$ cat src/rtl/dag_pkg.sv
package dag_pkg;

  typedef enum logic [2:0] {
    ST_CLOSED  = 3'd0,
    ST_HASH    = 3'd1,
    ST_CMP     = 3'd2,
    ST_OPEN    = 3'd3,
    ST_LOCKOUT = 3'd4
  } dagState_e;

  // Strobes from control to datapath
  typedef struct packed {
    logic capPw;    // capture submitted password
    logic capDg;    // capture returned digest, clear accumulator
    logic cmpEn;    // fold current chunk into mismatch accumulator
    logic wipe;     // clear password, digest and accumulator
    logic zeroKey;  // zeroize secret key
    logic keyLock;  // block key writes
  } dagStrobe_t;

endpackage

$ cat src/rtl/dag_ctrl.sv
module dag_ctrl
  import dag_pkg::*;
#(
  parameter int NCHUNK   = 4,
  parameter int MAX_FAIL = 3,
  parameter int IDX_W    = 2,
  parameter int FAIL_W   = 2
) (
  input  logic             clk,
  input  logic             rstN,
  input  logic             fuseDisable,
  input  logic             pwValid,
  input  logic             hashDone,
  input  logic             deauth,
  input  logic             cmpMismatch,
  output dagStrobe_t       stb,
  output logic [IDX_W-1:0] cmpIdx,
  output logic             hashReq,
  output logic             accessGrant,
  output logic             authPass,
  output logic             authFail,
  output logic             lockedOut
);

  dagState_e         state, stateNxt;
  logic [FAIL_W-1:0] failCnt;
  logic              abort;
  logic              lastChunk;
  logic              cmpDone;
  logic              passNxt;
  logic              failNxt;

  assign abort     = fuseDisable && (state != ST_LOCKOUT);
  assign lastChunk = (cmpIdx == IDX_W'(NCHUNK - 1));
  assign cmpDone   = !abort && (state == ST_CMP) && lastChunk;
  assign passNxt   = cmpDone && !cmpMismatch;
  assign failNxt   = cmpDone && cmpMismatch;

  always_comb begin
    stb      = '0;
    stateNxt = state;
    if (abort) begin
      stb.wipe = 1'b1;
      stateNxt = ST_CLOSED;
    end else begin
      unique case (state)
        ST_CLOSED: begin
          if (pwValid) begin
            stb.capPw = 1'b1;
            stateNxt  = ST_HASH;
          end
        end
        ST_HASH: begin
          if (hashDone) begin
            stb.capDg = 1'b1;
            stateNxt  = ST_CMP;
          end
        end
        ST_CMP: begin
          stb.cmpEn = 1'b1;
          if (lastChunk) begin
            stb.wipe = 1'b1;
            if (!cmpMismatch) begin
              stb.zeroKey = 1'b1;
              stateNxt    = ST_OPEN;
            end else if (failCnt == FAIL_W'(MAX_FAIL - 1)) begin
              stateNxt = ST_LOCKOUT;
            end else begin
              stateNxt = ST_CLOSED;
            end
          end
        end
        ST_OPEN: begin
          if (deauth) stateNxt = ST_CLOSED;
        end
        ST_LOCKOUT: stateNxt = ST_LOCKOUT;
        default:    stateNxt = ST_CLOSED;
      endcase
    end
    stb.keyLock = (state == ST_OPEN);
  end

  always_ff @(posedge clk or negedge rstN) begin
    if (!rstN) begin
      state    <= ST_CLOSED;
      cmpIdx   <= '0;
      failCnt  <= '0;
      authPass <= 1'b0;
      authFail <= 1'b0;
    end else begin
      state    <= stateNxt;
      authPass <= passNxt;
      authFail <= failNxt;
      if (abort || stb.capDg || (stb.cmpEn && lastChunk)) begin
        cmpIdx <= '0;
      end else if (stb.cmpEn) begin
        cmpIdx <= cmpIdx + 1'b1;
      end
      if (passNxt) begin
        failCnt <= '0;
      end else if (failNxt) begin
        failCnt <= failCnt + 1'b1;
      end
    end
  end

  assign hashReq     = (state == ST_HASH);
  assign lockedOut   = (state == ST_LOCKOUT);
  assign accessGrant = (state == ST_OPEN) && !deauth && !fuseDisable;

endmodule

$ cat src/rtl/dag_dpath.sv
module dag_dpath
  import dag_pkg::*;
#(
  parameter int PW_W    = 32,
  parameter int DG_W    = 32,
  parameter int CHUNK_W = 8,
  parameter int NCHUNK  = 4,
  parameter int IDX_W   = 2,
  parameter int KEY_W   = 32,
  parameter int AW      = 8,
  parameter int DW      = 32
) (
  input  logic             clk,
  input  logic             rstN,
  input  dagStrobe_t       stb,
  input  logic [IDX_W-1:0] cmpIdx,
  input  logic             accessGrant,
  input  logic [PW_W-1:0]  pwData,
  input  logic [DG_W-1:0]  hashDigest,
  input  logic [DG_W-1:0]  expDigest,
  input  logic             keyWe,
  input  logic [KEY_W-1:0] keyWdata,
  input  logic             dbgRdEn,
  input  logic             dbgWrEn,
  input  logic [AW-1:0]    dbgAddr,
  input  logic [DW-1:0]    dbgWdata,
  input  logic [DW-1:0]    tgtRdata,
  output logic [PW_W-1:0]  hashMsg,
  output logic             cmpMismatch,
  output logic [KEY_W-1:0] keyOut,
  output logic             tgtRdEn,
  output logic             tgtWrEn,
  output logic [AW-1:0]    tgtAddr,
  output logic [DW-1:0]    tgtWdata,
  output logic [DW-1:0]    dbgRdata
);

  logic [PW_W-1:0]   pwReg;
  logic [DG_W-1:0]   dgReg;
  logic [KEY_W-1:0]  keyReg;
  logic              acc;
  logic [NCHUNK-1:0] chunkNe;

  // One inequality flag per digest chunk; one is folded in per cycle
  for (genvar g = 0; g < NCHUNK; g++) begin : g_chunk
    assign chunkNe[g] = |(dgReg[g*CHUNK_W +: CHUNK_W] ^ expDigest[g*CHUNK_W +: CHUNK_W]);
  end

  assign cmpMismatch = acc | chunkNe[cmpIdx];

  always_ff @(posedge clk or negedge rstN) begin
    if (!rstN) begin
      pwReg  <= '0;
      dgReg  <= '0;
      acc    <= 1'b0;
      keyReg <= '0;
    end else begin
      if (stb.wipe) begin
        pwReg <= '0;
        dgReg <= '0;
        acc   <= 1'b0;
      end else begin
        if (stb.capPw) pwReg <= pwData;
        if (stb.capDg) begin
          dgReg <= hashDigest;
          acc   <= 1'b0;
        end else if (stb.cmpEn) begin
          acc <= cmpMismatch;
        end
      end
      if (stb.zeroKey) begin
        keyReg <= '0;
      end else if (keyWe && !stb.keyLock) begin
        keyReg <= keyWdata;
      end
    end
  end

  assign hashMsg  = pwReg;
  assign keyOut   = keyReg;
  assign tgtRdEn  = dbgRdEn && accessGrant;
  assign tgtWrEn  = dbgWrEn && accessGrant;
  assign tgtAddr  = dbgAddr;
  assign tgtWdata = dbgWdata;
  assign dbgRdata = accessGrant ? tgtRdata : '0;

endmodule

$ cat src/rtl/dbg_auth_gate.sv
module dbg_auth_gate
  import dag_pkg::*;
#(
  parameter int PW_W     = 32,
  parameter int DG_W     = 32,
  parameter int CHUNK_W  = 8,
  parameter int MAX_FAIL = 3,
  parameter int KEY_W    = 32,
  parameter int AW       = 8,
  parameter int DW       = 32
) (
  input  logic             clk,
  input  logic             rstN,
  input  logic             fuseDisable,
  input  logic             pwValid,
  input  logic [PW_W-1:0]  pwData,
  output logic             hashReq,
  output logic [PW_W-1:0]  hashMsg,
  input  logic             hashDone,
  input  logic [DG_W-1:0]  hashDigest,
  input  logic [DG_W-1:0]  expDigest,
  input  logic             deauth,
  input  logic             keyWe,
  input  logic [KEY_W-1:0] keyWdata,
  output logic [KEY_W-1:0] keyOut,
  input  logic             dbgRdEn,
  input  logic             dbgWrEn,
  input  logic [AW-1:0]    dbgAddr,
  input  logic [DW-1:0]    dbgWdata,
  output logic [DW-1:0]    dbgRdata,
  output logic             tgtRdEn,
  output logic             tgtWrEn,
  output logic [AW-1:0]    tgtAddr,
  output logic [DW-1:0]    tgtWdata,
  input  logic [DW-1:0]    tgtRdata,
  output logic             accessGrant,
  output logic             authPass,
  output logic             authFail,
  output logic             lockedOut
);

  // DG_W must be a multiple of CHUNK_W
  localparam int NCHUNK = DG_W / CHUNK_W;
  localparam int IDX_W  = (NCHUNK > 1) ? $clog2(NCHUNK) : 1;
  localparam int FAIL_W = $clog2(MAX_FAIL + 1);

  dagStrobe_t       stb;
  logic [IDX_W-1:0] cmpIdx;
  logic             cmpMismatch;

  dag_ctrl #(
    .NCHUNK(NCHUNK), .MAX_FAIL(MAX_FAIL), .IDX_W(IDX_W), .FAIL_W(FAIL_W)
  ) i_ctrl (
    .clk(clk), .rstN(rstN), .fuseDisable(fuseDisable), .pwValid(pwValid),
    .hashDone(hashDone), .deauth(deauth), .cmpMismatch(cmpMismatch),
    .stb(stb), .cmpIdx(cmpIdx), .hashReq(hashReq), .accessGrant(accessGrant),
    .authPass(authPass), .authFail(authFail), .lockedOut(lockedOut)
  );

  dag_dpath #(
    .PW_W(PW_W), .DG_W(DG_W), .CHUNK_W(CHUNK_W), .NCHUNK(NCHUNK),
    .IDX_W(IDX_W), .KEY_W(KEY_W), .AW(AW), .DW(DW)
  ) i_dpath (
    .clk(clk), .rstN(rstN), .stb(stb), .cmpIdx(cmpIdx), .accessGrant(accessGrant),
    .pwData(pwData), .hashDigest(hashDigest), .expDigest(expDigest),
    .keyWe(keyWe), .keyWdata(keyWdata), .dbgRdEn(dbgRdEn), .dbgWrEn(dbgWrEn),
    .dbgAddr(dbgAddr), .dbgWdata(dbgWdata), .tgtRdata(tgtRdata),
    .hashMsg(hashMsg), .cmpMismatch(cmpMismatch), .keyOut(keyOut),
    .tgtRdEn(tgtRdEn), .tgtWrEn(tgtWrEn), .tgtAddr(tgtAddr),
    .tgtWdata(tgtWdata), .dbgRdata(dbgRdata)
  );

endmodule

$ cat config.mk
export PLATFORM = sky130hd
export DESIGN_NAME = dbg_auth_gate
export DESIGN_NICKNAME = d
export VERILOG_FILES = /design/src/rtl/dag_pkg.sv /design/src/rtl/dag_ctrl.sv /design/src/rtl/dag_dpath.sv /design/src/rtl/dbg_auth_gate.sv
export SDC_FILE = /design/constraint.sdc
export NUM_CORES = 1
export LEC_CHECK = 0
export BUFFER_PORTS_ARGS = -buffer_cell sky130_fd_sc_hd__clkbuf_2
export CORE_AREA = 2 2 136 138
export CTS_BUF_LIST = sky130_fd_sc_hd__clkbuf_16
export DETAILED_ROUTE_END_ITERATION = 8
export DIE_AREA = 0 0 138 140
export PLACE_DENSITY = 0.64
export SLEW_MARGIN = 10
export SYNTH_ARGS = -nofsm -noshare
export SYNTH_HDL_FRONTEND = slang
export SYNTH_SLANG_ARGS = --single-unit
$ cat constraint.sdc
create_clock -name clk -period 2.4 [get_ports clk]
set_input_delay 0.36 -clock clk [delete_from_list [all_inputs] [get_ports clk]]
set_output_delay 0.36 -clock clk [all_outputs]
set_load 0.02 [all_outputs]
-- After elaboration in Yosys (flattened, before gate mapping)
Cells that the tools add are included.
- bits in registers: 106
- input port bits: 209
- output and inout bits: 143
- logic and storage cells: 92
- $add $sub $neg: 2
- magnitude comparators: 1
- equality and inequality tests: 11
- muxes and demuxes: 34
- bitwise operators: 5
- reduce and logical (&&, ||, !) cells: 30
- operators with widths (cell ; count):
    2-to-1 mux 32 bit ; 7
    OR reduction 8 bit ; 4
    bitwise XOR 8 bit ; 4
    2-to-1 mux 3 bit ; 9
    case mux 3 bit (5 select lines) ; 1
    logical AND 1 bit ; 11
    2-to-1 mux 1 bit ; 11
    2-to-1 mux 2 bit ; 5
    nonzero test 2 bit ; 5
    equality test 3 x 2 -> 1 bit, second input constant ; 2
    inequality test 3 x 1 -> 1 bit, second input constant ; 2
    inequality test 3 bit, second input constant ; 2
    zero test 1 bit ; 5
    adder 2 x 1 -> 2 bit, second input constant ; 2
    equality test 2 bit, second input constant ; 2
    AND reduction 4 bit ; 1
    equality test 3 x 1 -> 1 bit, second input constant ; 1
    equality test 3 bit, second input constant ; 1
    zero test 3 bit ; 1
    < comparator 2 x 3 -> 1 bit, second input constant ; 1
    inequality test 3 x 2 -> 1 bit, second input constant ; 1
    nonzero test 3 bit ; 1
    binary-select mux 1 bit (select 2 bit) ; 1
    logical OR 1 bit ; 2
    bitwise OR 1 bit ; 1

-- Depth between registers and ports, before layout
Gate-level depths: netlist of run 1.
- depth in word-level cells: 12
- mapped depth: 7
- gate-level depth less buffers: 6

-- Modules after synthesis
Synthesis of run 1 repeated with hierarchy kept, for this count alone.
- cell total of the unflattened synthesis: 472
- area, all modules: 5276.3 um^2
- modules (own cells, without submodules) (module ; instances ; cells each ; area an instance (um^2) ; seq. area each (um^2)):
    dag_dpath ; 1 ; 413 ; 4685.7 ; 2427.3
    dag_ctrl ; 1 ; 59 ; 590.6 ; 225.2

-- Worst setup path after synthesis of run 1
Ideal clock, no wire load.
- kind: register to output
- start point: reg i_ctrl.state[2]
- end point: out dbgRdata[22]
- arrival: 1.699 ns
- required time: 2.040 ns
- setup slack: 0.341 ns
- stages on the path, launching flop included: 7
- buffers on the path: 3
- cells stage by stage: dfrtp_1 -> clkbuf_1 -> nor2_1 -> and3_1 -> clkbuf_1 -> clkbuf_1 -> and2_1
- cells in the longest elaborated chain, start to end: 4
- ends and longest elaborated chain (element ; line ; source):
    start: declaration ; dag_ctrl.sv:25 ; dagState_e state, stateNxt;
    start signal: assignment ; dag_ctrl.sv:91 ; state <= stateNxt;
    equality test 3 x 2 -> 1 bit ; dag_ctrl.sv:109 ; assign accessGrant = (state == ST_OPEN) && !deauth && !fuseDisable;
    logical AND 1 bit (2 in a row) ; dag_ctrl.sv:109 ;
    named net accessGrant ; dbg_auth_gate.sv:36 ; output logic accessGrant,
    2-to-1 mux 32 bit ; dag_dpath.sv:85 ; assign dbgRdata = accessGrant ? tgtRdata : '0;
    end: declaration ; dbg_auth_gate.sv:30 ; output logic [DW-1:0] dbgRdata,
The timed path passes the listed nets, and every way through them passes these cells.

-- Worst setup path after layout of run 1
- start point: reg i_ctrl.state[2]
- end point: out dbgRdata[9]
- cells in the longest elaborated chain, start to end: 4
- ends and longest elaborated chain (element ; line):
    equality test 3 x 2 -> 1 bit ; dag_ctrl.sv:109
    logical AND 1 bit (2 in a row) ; dag_ctrl.sv:109
    2-to-1 mux 32 bit ; dag_dpath.sv:85
No other way between the ends.

==> results by group, run 1 <==
Layout
  – Layout area overhead: 31.5%
  – Nets: 1,038
  – Layout cells sized above 1: a little over a third
  – Final Core Density: 38.5%

Place
  – GPL Wtd Cong: a little under 0.8
  – Detail Placement HPWL: between 10 and 15 mm
  – Buffers on Ports: 271

Floorplanning
  – Core area: between 15,000 and 20,000 um2
  – Chip height: roughly 140 um
  – Cell row count: between 40 and 50
  – IO Count: 352
  – Die X: about 140 um
  – Die ar.: 19,300 um2
  – Initial Utilization: roughly 29%

STA
  – Fin. max-slew vios: 0
  – Hold Slack: 17.2 ps
  – Final period util: 92.2%
  – Clock Skews: 16.8 ps
  – Setup_tns: 0 ps
  – Fmax: 452 MHz
  – Final min period: 2210 ps
  – Slew margin rel.: 56.9%
  – RSZ-0062 raised after global routing: false
  – Finish-stage setup viols: 0
  – Worst-Margin Slew: 647 ps
  – Final Hold Viols: 0

Global route
  – Gr usage total: 16.1%
  – Initial antenna violation count: 2
  – Vias in the first global route: 4,780
  – Residual overflow from global routing: 0
  – First-pass GRT wire length: 25.0 mm
  – Largest net degree at the start of global routing: 107

Setup path
  – Startpoint Class: flop
  – Reg-to-reg critical path startpoint: i_dpath.dgReg[7]
  – Worst path required time: around 2000 ps
  – R2R depth: 7
  – Register-to-register setup slack: 290 ps
  – R2R Path End: i_dpath.keyOut[24]
  – CP Class: reg2out
  – CP Max Fanout: 35
  – Critical Path Sink Type: output pin
  – Arrival time at the worst endpoint: 1850 ps

CTS
  – CTS tree: done
  – CTS sink cnt: 106
  – Clock buffer depth: 2
  – Worst skew pair latency: 360 ps
  – Root buffer cell: clkbuf_16
  – Clk pin slew, worst setup/hold paths: 70 ps
  – TritonCTS buffer count: 9
  – Post-CTS Setup Bufs: 0
  – H-Tree Depth: 3

Detailed routing
  – Drc violations: 0
  – Pre-antenna DRT Iters: 4
  – Via density: 4.46
  – Via Count: 4,733
  – DRT Wirelength: between 15 and 20 mm
  – DR iter-0 viols: 185
  – Post-DRT Antenna Nets: 0
  – Avg WL per Cell: around 14 um

Logic synthesis
  – Number of distinct library cells after synthesis: 29
  – Synth warnings: 0
  – Synth Net Count: 818
  – Avg Cell Area, Syn: 8.56 um2
  – Register area share after synthesis: between 50 and 60%
  – Mapped Area: a little over 5000 um2
  – Cells after synthesis: between 600 and 700
  – #FFs+latches synth: 106

Power and ir drop
  – Total power draw: 0.00421 W
  – Seq pwr share: 47.6%
  – P_leak: roughly 3.5 nW
  – Sw power: 0.00126 W
  – Net Sw Frac: 30.0%
  – Int Power: 0.00294 W
  – Worst vdd ir: ~0.33 mV
  – Clock share of power: 33.0%
  – Pwr dens: 616 nW/um2
  – Logic pwr share: 19.5%

Worst hold path
  – Hold crit path type: in2async

Status
  – Status: completed

Job
  – Max_cap viols: 0
## sequential cells by signal, indices dropped and copies added (netlist names)
| register | flops |
|---|---|
| i_dpath.dgReg | 32 |
| i_dpath.hashMsg | 32 |
| i_dpath.keyOut | 32 |
| i_ctrl.state | 3 |
| i_ctrl.cmpIdx | 2 |
| i_ctrl.failCnt | 2 |
| i_ctrl.authFail | 1 |
| i_ctrl.authPass | 1 |
| i_dpath.acc | 1 |
## routing by layer
layer  routed length, um  up-vias  global-route usage (%)
met2                7370      192                    26.4
met5                  13        -                       0
met3                1130       25                    4.65
met4                 245        2                    6.12
met1                6490     2161                    20.2
li1                    -     2353                       -
## synthesized netlist by cell type, drive strengths merged
master,number,area (um2)
dfrtp,106,2650
a211oi,1,7.51
buf,44,339
a21oi,101,517
o211a,1,10.0
ha,2,25.0
a211o,1,8.76
nand2,204,766
nand3,7,35.0
nor2,7,26.3
nor3,5,25.0
and2,34,213
and3,2,12.5
nand4,6,37.5
o31ai,1,7.51
o21a,2,15.0
xnor2,23,201
inv,5,18.8
or4,1,7.51
clkbuf,30,113
nor2b,2,12.5
nand3b,1,7.51
o21ai,10,50.0
nor4,2,12.5
xor2,9,78.8
## kinds of logic (layout without fill, tap and decap cells)
| kind of cell | Yosys count | after routing | share of synthesized area, % |
|---|---|---|---|
| DFF | 106 | 106 | 51.0 |
| and+or+nand+nor | 271 | 271 | 22.2 |
| other | 0 | 1 | 0 |
| buffers and inverters | 79 | 304 | 9.05 |
| xor gates and xnor gates | 32 | 32 | 5.39 |
| adders and majority gates | 2 | 2 | 0.481 |
| AOI/OAI and AO/OA | 117 | 117 | 11.8 |
## power groups by stage
stage	Sequential (W)	Combinational [W]	Clock [W]
global placement	0.00203	0.000828	0
detailed placement	0.00204	0.000836	0
floorplan	0.00215	0.000413	0
CTS	0.00200	0.000838	0.00145
global route	0.00202	0.000917	0.00153
finish	0.00200	0.000819	0.00139
## cell type report
cell class              count  area (um2)
flip-flops and latches    106        2650
well taps                 229         287
multi-input cells         422        2090
fillers                  1859       10900
clock buffers               9         225
diodes                      1        2.50
inverters                   5        18.8
repair buffers            283        1520
clock inverters             7        46.3
## metrics by stage
stage          area, um2  std cells  setup slack (ps)
2_1_floorplan       5200        607               341
3_3_place_gp        6560       1045               231
3_5_place_dp        6560       1045               217
4_1_cts             6830       1061              44.9
5_1_grt             6840       1061              3.14
6_report            6840       1062               188
## how the worst max path moves through the flow
| stage | from | depth (start not counted) | to | slack [ps] |
|---|---|---|---|---|
| 6_report | i_ctrl.state[2] | 5 | dbgRdata[9] | 190 |
| 5_1_grt | i_ctrl.state[0] | 6 | dbgRdata[20] | 3 |
| 3_5_place_dp | expDigest[7] | 8 | i_dpath.keyOut[23] | 220 |
| 2_1_floorplan | i_ctrl.state[2] | 6 | dbgRdata[22] | 340 |
| 4_1_cts | i_ctrl.state[2] | 5 | dbgRdata[22] | 40 |
| 3_3_place_gp | expDigest[7] | 8 | i_dpath.keyOut[25] | 230 |
## layout by cell type (no fill, tap or decap), types with 7 or more instances in the layout
cell | Yosys | layout
clkbuf_2 | 0 | 270
nand2_1 | 204 | 203
dfrtp_1 | 106 | 105
a21oi_1 | 100 | 100
and2_1 | 34 | 34
xnor2_1 | 23 | 23
xor2_1 | 9 | 9
o21ai_0 | 9 | 9
clkbuf_16 | 0 | 9
nand3_1 | 7 | 7
buf_4 | 40 | 7
## timing repair
action	in CTS	in global routing
endpoints found under the setup margin	0	35
hold buffers	0	0
gates resized for setup	0	3
## critical path: stages (launching register included)
cell and delay (ps):
dfrtp_1 520, nor2_2 240, and3_1 200, buf_6 200, and2_1 160, clkbuf_2 170
Power figures use the tool's default switching activity.
==> run 2, diff against run 1 <==
==> constraint.sdc (replaced) <==
create_clock -name clk -period 2.4 [get_ports clk]
set_input_delay 0.6 -clock clk [delete_from_list [all_inputs] [get_ports clk]]
set_output_delay 0.6 -clock clk [all_outputs]
set_load 0.02 [all_outputs]
==> results by group, run 2 (synthesized netlist as in run 1, its figures left out) <==
Status
  – Status: completed (unchanged)

Setup path
  – Crit-path cells: inv_1, nor2_2, and3_4, buf_12, and2_1, clkbuf_2 (was nor2_2, and3_1, buf_6, and2_1, clkbuf_2)
  – CP Max Fanout: 35 (unchanged)
  – Worst path required time: 1800 ps (was 2040 ps)
  – CP max stage cell: dfrtp_1 (unchanged)
  – Startpoint Class: flop (unchanged)
  – Critical Path Sink Type: output pin (unchanged)
  – CP Class: reg2out (unchanged)
  – CP max stage delay: 360 ps (was 520 ps)
  – Arrival time at the worst endpoint: 1680 ps (was 1850 ps)

STA
  – Finish-stage setup viols: 0 (unchanged)
  – Final min period: 2280 ps (was 2210 ps)
  – Final period util: 95.0% (was 92.2%)
  – Clock Skews: 11.8 ps (was 16.8 ps)
  – Worst-Margin Slew: 613 ps (was 647 ps)
  – Slew margin rel.: 58.7% (was 56.9%)
  – Fin. max-slew vios: 0 (unchanged)
  – RSZ-0062 raised after global routing: false (unchanged)
  – Final Hold Viols: 0 (unchanged)
  – Fmax: 439 MHz (was 452 MHz)

Global route
  – Gr usage total: 15.4% (was 16.1%)
  – Largest net degree at the start of global routing: 107 (unchanged)
  – First-pass GRT wire length: 24.1 mm (was 25.0 mm)
  – Residual overflow from global routing: 0 (unchanged)
  – Vias in the first global route: 4,771 (was 4,780)
  – Initial antenna violation count: 1 (was 2)

Power and ir drop
  – Sw power: 0.00128 W (was 0.00126 W)
  – Worst vdd ir: 0.377 mV (was 0.327 mV)
  – Logic pwr share: 19.1% (was 19.5%)
  – P_leak: 3.53 nW (was 3.49 nW)
  – Net Sw Frac: 29.5% (was 30.0%)
  – Clock share of power: 34.7% (was 33.0%)
  – Int Power: 0.00305 W (was 0.00294 W)
  – Pwr dens: 628 nW/um2 (was 616 nW/um2)
  – Seq pwr share: 46.2% (was 47.6%)

CTS
  – Clk pin slew, worst setup/hold paths: 80 ps (was 70 ps)
  – Worst skew pair latency: 350 ps (was 360 ps)
  – CTS sink cnt: 106 (unchanged)
  – H-Tree Depth: 3 (unchanged)
  – Clock buffer depth: 2 (unchanged)
  – Root buffer cell: clkbuf_16 (unchanged)
  – CTS tree: done (unchanged)
  – TritonCTS buffer count: 9 (unchanged)

Layout
  – Final cell count without fillers: 1,066 (was 1,062)
  – Most common cell after layout, fill and taps aside: clkbuf_2 (unchanged)
  – Final Cell Area: 6890 um2 (was 6840 um2)
  – Layout area overhead: 32.6% (was 31.5%)
  – Layout cells sized above 1: 36.8% (was 36.3%)
  – Multi-input gate area: 2090 um2 (about the same)
  – Register area: 2650 um2 (about the same)
  – Antenna cells: 0 (was 1)
  – Most frequent cells in the layout: clkbuf_2, nand2_1, dfrtp_1 (unchanged)
  – Filler cells: 1,842 (was 1,859)
  – Nets: 1,043 (was 1,038)
  – Final Core Density: 38.8% (was 38.5%)

Detailed routing
  – Pre-antenna DRT Iters: 5 (was 4)
  – Post-DRT Antenna Nets: 0 (unchanged)
  – Drc violations: 0 (unchanged)
  – Avg WL per Cell: 14.3 um (was 14.4 um)
  – Via Count: 4,852 (was 4,733)
  – DRT Wirelength: 15.2 mm (about the same)
  – DR iter-0 viols: 147 (was 185)
  – Via density: 4.55 (was 4.46)

Floorplanning
  – Die ar.: 19,300 um2 (unchanged)
  – Chip height: 140 um (unchanged)
  – Die X: 138 um (unchanged)
  – Core area: 17,800 um2 (unchanged)
  – Cell row count: 49 (unchanged)
  – Initial Utilization: 29.2% (unchanged)
  – IO Count: 352 (unchanged)

Job
  – Max_cap viols: 0 (unchanged)

Place
  – Post-DP Area: 6590 um2 (was 6560 um2)
  – Buffers on Ports: 271 (unchanged)
  – Detail Placement HPWL: 11.3 mm (was 11.2 mm)
  – GPL Wtd Cong: 0.796 (was 0.771)
  – Dpl cells: 1,050 (was 1,045)

Worst hold path
  – Hold crit path type: in2async (unchanged)
[run 2: metrics by stage]
step	total power [W]	TNS (ps)	hold slack (ps)	worst slack, ps
2_1_floorplan	0.00256	0	304	53.5
3_3_place_gp	0.00286	0	466	6.43
3_5_place_dp	0.00288	-722	471	-35.0
4_1_cts	0.00439	0	342	38.2
5_1_grt	0.00455	0	370	17.9
6_report	0.00433	0	314	121
[run 2: path summary, 6_finish.rpt]
kind | startpoint | to | slack, ps | depth (start not counted)
setup / recovery | i_ctrl.state[0] | dbgRdata[6] | 120 | 6
hold / removal | rstN | i_dpath.keyOut[29] | 310 | 2
setup reg to reg | i_dpath.dgReg[7] | i_dpath.keyOut[26] | 270 | 7
hold reg to reg | i_ctrl.failCnt[0] | i_ctrl.failCnt[0] | 490 | 2
max in group asynchronous | rstN | i_dpath.hashMsg[25] | 1660 | 2
min in group clk | hashDigest[10] | i_dpath.dgReg[10] | 450 | 3
[run 2: power groups by stage]
| stage | logic, W | registers, W | clock network [W] |
|---|---|---|---|
| finish | 0.000827 | 0.00200 | 0.00150 |
| global route | 0.000917 | 0.00202 | 0.00162 |
| CTS | 0.000842 | 0.00200 | 0.00155 |
| detailed placement | 0.000843 | 0.00204 | 0 |
| global placement | 0.000830 | 0.00203 | 0 |
| floorplan | 0.000413 | 0.00215 | 0 |
[run 2: worst max-delay path: cells and delay by family, from the launching register on]
kind / cells / cell delay, ps
flops: 1 / 360
buf+inv: 3 / 430
simple gates: 3 / 530
[run 2: cell type report]
type                       count  share of cell area [%]
inverter                       5                   0.272
sequential                   106                    38.5
timing repair buffer         288                    22.5
clock inverter                 7                   0.980
tap                          229                    4.16
multi-input combinational    422                    30.4
clock buffer                   9                    3.27
[run 2: routing by layer]
layer	global-route usage [%]	part of all wire, %	vias to the layer above
met5	0	0.086	-
met4	3.22	1.2	2
met3	5.64	7.6	19
met2	26.1	49	204
met1	19.0	42	2265
li1	-	-	2362
[run 2: repair_timing]
item,4_1_cts,5_1_grt
setup buffers,0,0
hold buffers,0,0
endpoints found under the setup margin,0,30
resized for setup,0,2
==> run 3, diff against run 2 <==
--- a/config.mk
+++ b/config.mk
@@ -5,12 +5,12 @@
 export SDC_FILE = /design/constraint.sdc
 export NUM_CORES = 1
 export LEC_CHECK = 0
-export BUFFER_PORTS_ARGS = -buffer_cell sky130_fd_sc_hd__clkbuf_2
-export CORE_AREA = 2 2 136 138
+export CORE_AREA = 2 2 137 139
 export CTS_BUF_LIST = sky130_fd_sc_hd__clkbuf_16
 export DETAILED_ROUTE_END_ITERATION = 8
-export DIE_AREA = 0 0 138 140
-export PLACE_DENSITY = 0.64
+export DIE_AREA = 0 0 139 141
+export DONT_BUFFER_PORTS = 1
+export PLACE_DENSITY = 0.46
 export SLEW_MARGIN = 10
 export SYNTH_ARGS = -nofsm -noshare
 export SYNTH_HDL_FRONTEND = slang
==> results by group, run 3 (synthesized netlist as in run 1, its figures left out) <==
Status
  – Status: complete, but fails checks (was completed)
  – Failing checks: negative hold slack

Setup path
  – Register-to-register setup slack: 290 ps (was 270 ps)
  – Critical Path Sink Type: output pin (unchanged)
  – CP Class: reg2out (unchanged)
  – CP Max Fanout: 35 (unchanged)
  – Arrival time at the worst endpoint: 1670 ps (was 1680 ps)
  – Reg-to-reg critical path startpoint: i_dpath.dgReg[7] (unchanged)
  – Startpoint Class: flop (unchanged)
  – R2R Path End: i_dpath.keyOut[29] (was i_dpath.keyOut[26])
  – R2R depth: 7 (unchanged)
  – Worst path required time: 1800 ps (about the same)

CTS
  – H-Tree Depth: 3 (unchanged)
  – Clock buffer depth: 2 (unchanged)
  – TritonCTS buffer count: 9 (unchanged)
  – Clk pin slew, worst setup/hold paths: 80 ps (about the same)
  – CTS sink cnt: 106 (unchanged)
  – Worst skew pair latency: 350 ps (about the same)
  – Root buffer cell: clkbuf_16 (unchanged)
  – CTS tree: done (unchanged)

Floorplanning
  – Initial Utilization: 28.5% (was 29.2%)
  – Chip height: 141 um (was 140 um)
  – Die X: 139 um (was 138 um)
  – Core area: 18,300 um2 (was 17,800 um2)
  – Cell row count: 50 (was 49)
  – IO Count: 352 (unchanged)
  – Die ar.: 19,600 um2 (was 19,300 um2)

Detailed routing
  – DRT Wirelength: 14.6 mm (was 15.2 mm)
  – Via density: 4.95 (was 4.55)
  – Drc violations: 0 (unchanged)
  – Via Count: 3,979 (was 4,852)
  – Avg WL per Cell: 18.1 um (was 14.3 um)
  – DR iter-0 viols: 112 (was 147)
  – Post-DRT Antenna Nets: 0 (unchanged)
  – Pre-antenna DRT Iters: 6 (was 5)

Job
  – Max_cap viols: 0 (unchanged)

Global route
  – Gr usage total: 14.6% (was 15.4%)
  – Residual overflow from global routing: 0 (unchanged)
  – Initial antenna violation count: 5 (was 1)
  – First-pass GRT wire length: 22.3 mm (was 24.1 mm)
  – Largest net degree at the start of global routing: 107 (unchanged)
  – Vias in the first global route: 4,122 (was 4,771)

Layout
  – Filler cells: 1,960 (was 1,842)
  – Nets: 773 (was 1,043)
  – Layout cells sized above 1: 7.76% (was 36.8%)
  – Most frequent cells in the layout: nand2_1, dfrtp_1, a21oi_1 (was clkbuf_2, nand2_1, dfrtp_1)
  – Most common cell after layout, fill and taps aside: nand2_1 (was clkbuf_2)
  – Layout area overhead: 6.14% (was 32.6%)

STA
  – RSZ-0062 raised after global routing: false (unchanged)
  – Final min period: 2270 ps (was 2280 ps)
  – Fin. max-slew vios: 0 (unchanged)
  – Slew margin rel.: 59.9% (was 58.7%)
  – Final Hold Viols: 106 (was 0)
  – PnR worst setup slack: 128 ps (was 121 ps)
  – Setup_tns: 0 ps (unchanged)
  – Clock Skews: 11.3 ps (was 11.8 ps)
  – Hold Slack: -59.9 ps (was 314 ps)
  – Worst-Margin Slew: 595 ps (was 613 ps)
  – Fmax: 440 MHz (was 439 MHz)
  – Final period util: 94.7% (was 95.0%)
  – Finish-stage setup viols: 0 (unchanged)

Power and ir drop
  – Pwr dens: 719 nW/um2 (was 628 nW/um2)
  – Worst vdd ir: 0.317 mV (was 0.377 mV)
  – P_leak: 2.36 nW (was 3.53 nW)

Worst hold path
  – Hold crit path type: in2async (unchanged)

Place
  – Pre-CTS setup slack: 96.2 ps (was -35.0 ps)
  – Buffers on Ports: 0 (was 271)
  – Detail Placement HPWL: 11.0 mm (was 11.3 mm)
  – GPL Wtd Cong: 0.751 (was 0.796)
run 3: cell types whose count changed in the layout (fill, tap and decap cells not counted), sizes merged:
cell	delta
inv	+2
clkinvlp	-1
clkbuf	-270
bufinv	-1
diode	+3
run 3: what timing repair did:
action,4_1_cts,5_1_grt
setup buffers,0,0
resized for setup,6,3
endpoints found under the hold margin,106,106
setup endpoints to repair,34,34
run 3: final cells by class:
| type | count | area, um2 | share of cell area, % |
|---|---|---|---|
| flip-flops and latches | 106 | 2650 | 48.1 |
| clock inverters | 7 | 53.8 | 0.975 |
| inverters | 5 | 18.8 | 0.340 |
| well taps | 234 | 293 | 5.31 |
| repair buffers | 18 | 160 | 2.90 |
| diodes | 3 | 7.51 | 0.136 |
| multi-input cells | 422 | 2110 | 38.2 |
| clock buffers | 9 | 225 | 4.08 |
run 3: worst max-delay path, stage by stage, from the launching register on:
cell     delay [ps]
dfrtp_2         420
inv_2            90
nor2_4          130
and3_4          210
buf_12          170
and2_1          290
run 3: through the flow:
| step | total power (W) | utilization (%) | cells | cell area, um2 | hold slack, ps |
|---|---|---|---|---|---|
| 6_report | 0.00397 | 30.2 | 804 | 5520 | -59.9 |
| 5_1_grt | 0.00419 | 30.2 | 804 | 5520 | -86.3 |
| 4_1_cts | 0.00404 | 30.1 | 801 | 5500 | -81.7 |
| 3_5_place_dp | 0.00259 | 28.5 | 785 | 5210 | 307 |
| 3_3_place_gp | 0.00257 | 28.5 | 785 | 5210 | 307 |
| 2_1_floorplan | 0.00256 | - | 607 | 5200 | 304 |
run 3: how the worst max path moves through the flow:
stage	start	endpoint	slack, ps	cells past startpoint
floorplan	fuseDisable	dbgRdata[22]	50	5
CTS	i_ctrl.state[0]	dbgRdata[1]	20	6
global route	i_ctrl.state[0]	dbgRdata[1]	20	6
detailed placement	expDigest[7]	i_dpath.keyOut[28]	100	7
finish	i_ctrl.state[0]	dbgRdata[24]	130	5
global placement	expDigest[7]	i_dpath.keyOut[4]	110	7
run 3: power by group:
group	internal, W	total [W]	switching (W)	leakage [nW]
Sequential	0.00192	0.00215	0.000235	1.40
Clock	0.000716	0.00142	0.000701	0.141
Combinational	0.000155	0.000397	0.000241	0.823
run 3: metal layers:
metal  part of all wire [%]  track usage, %
met1                     36            15.1
met2                     51            25.7
met3                     10            5.74
met4                    3.3            7.39
met5                      0               0
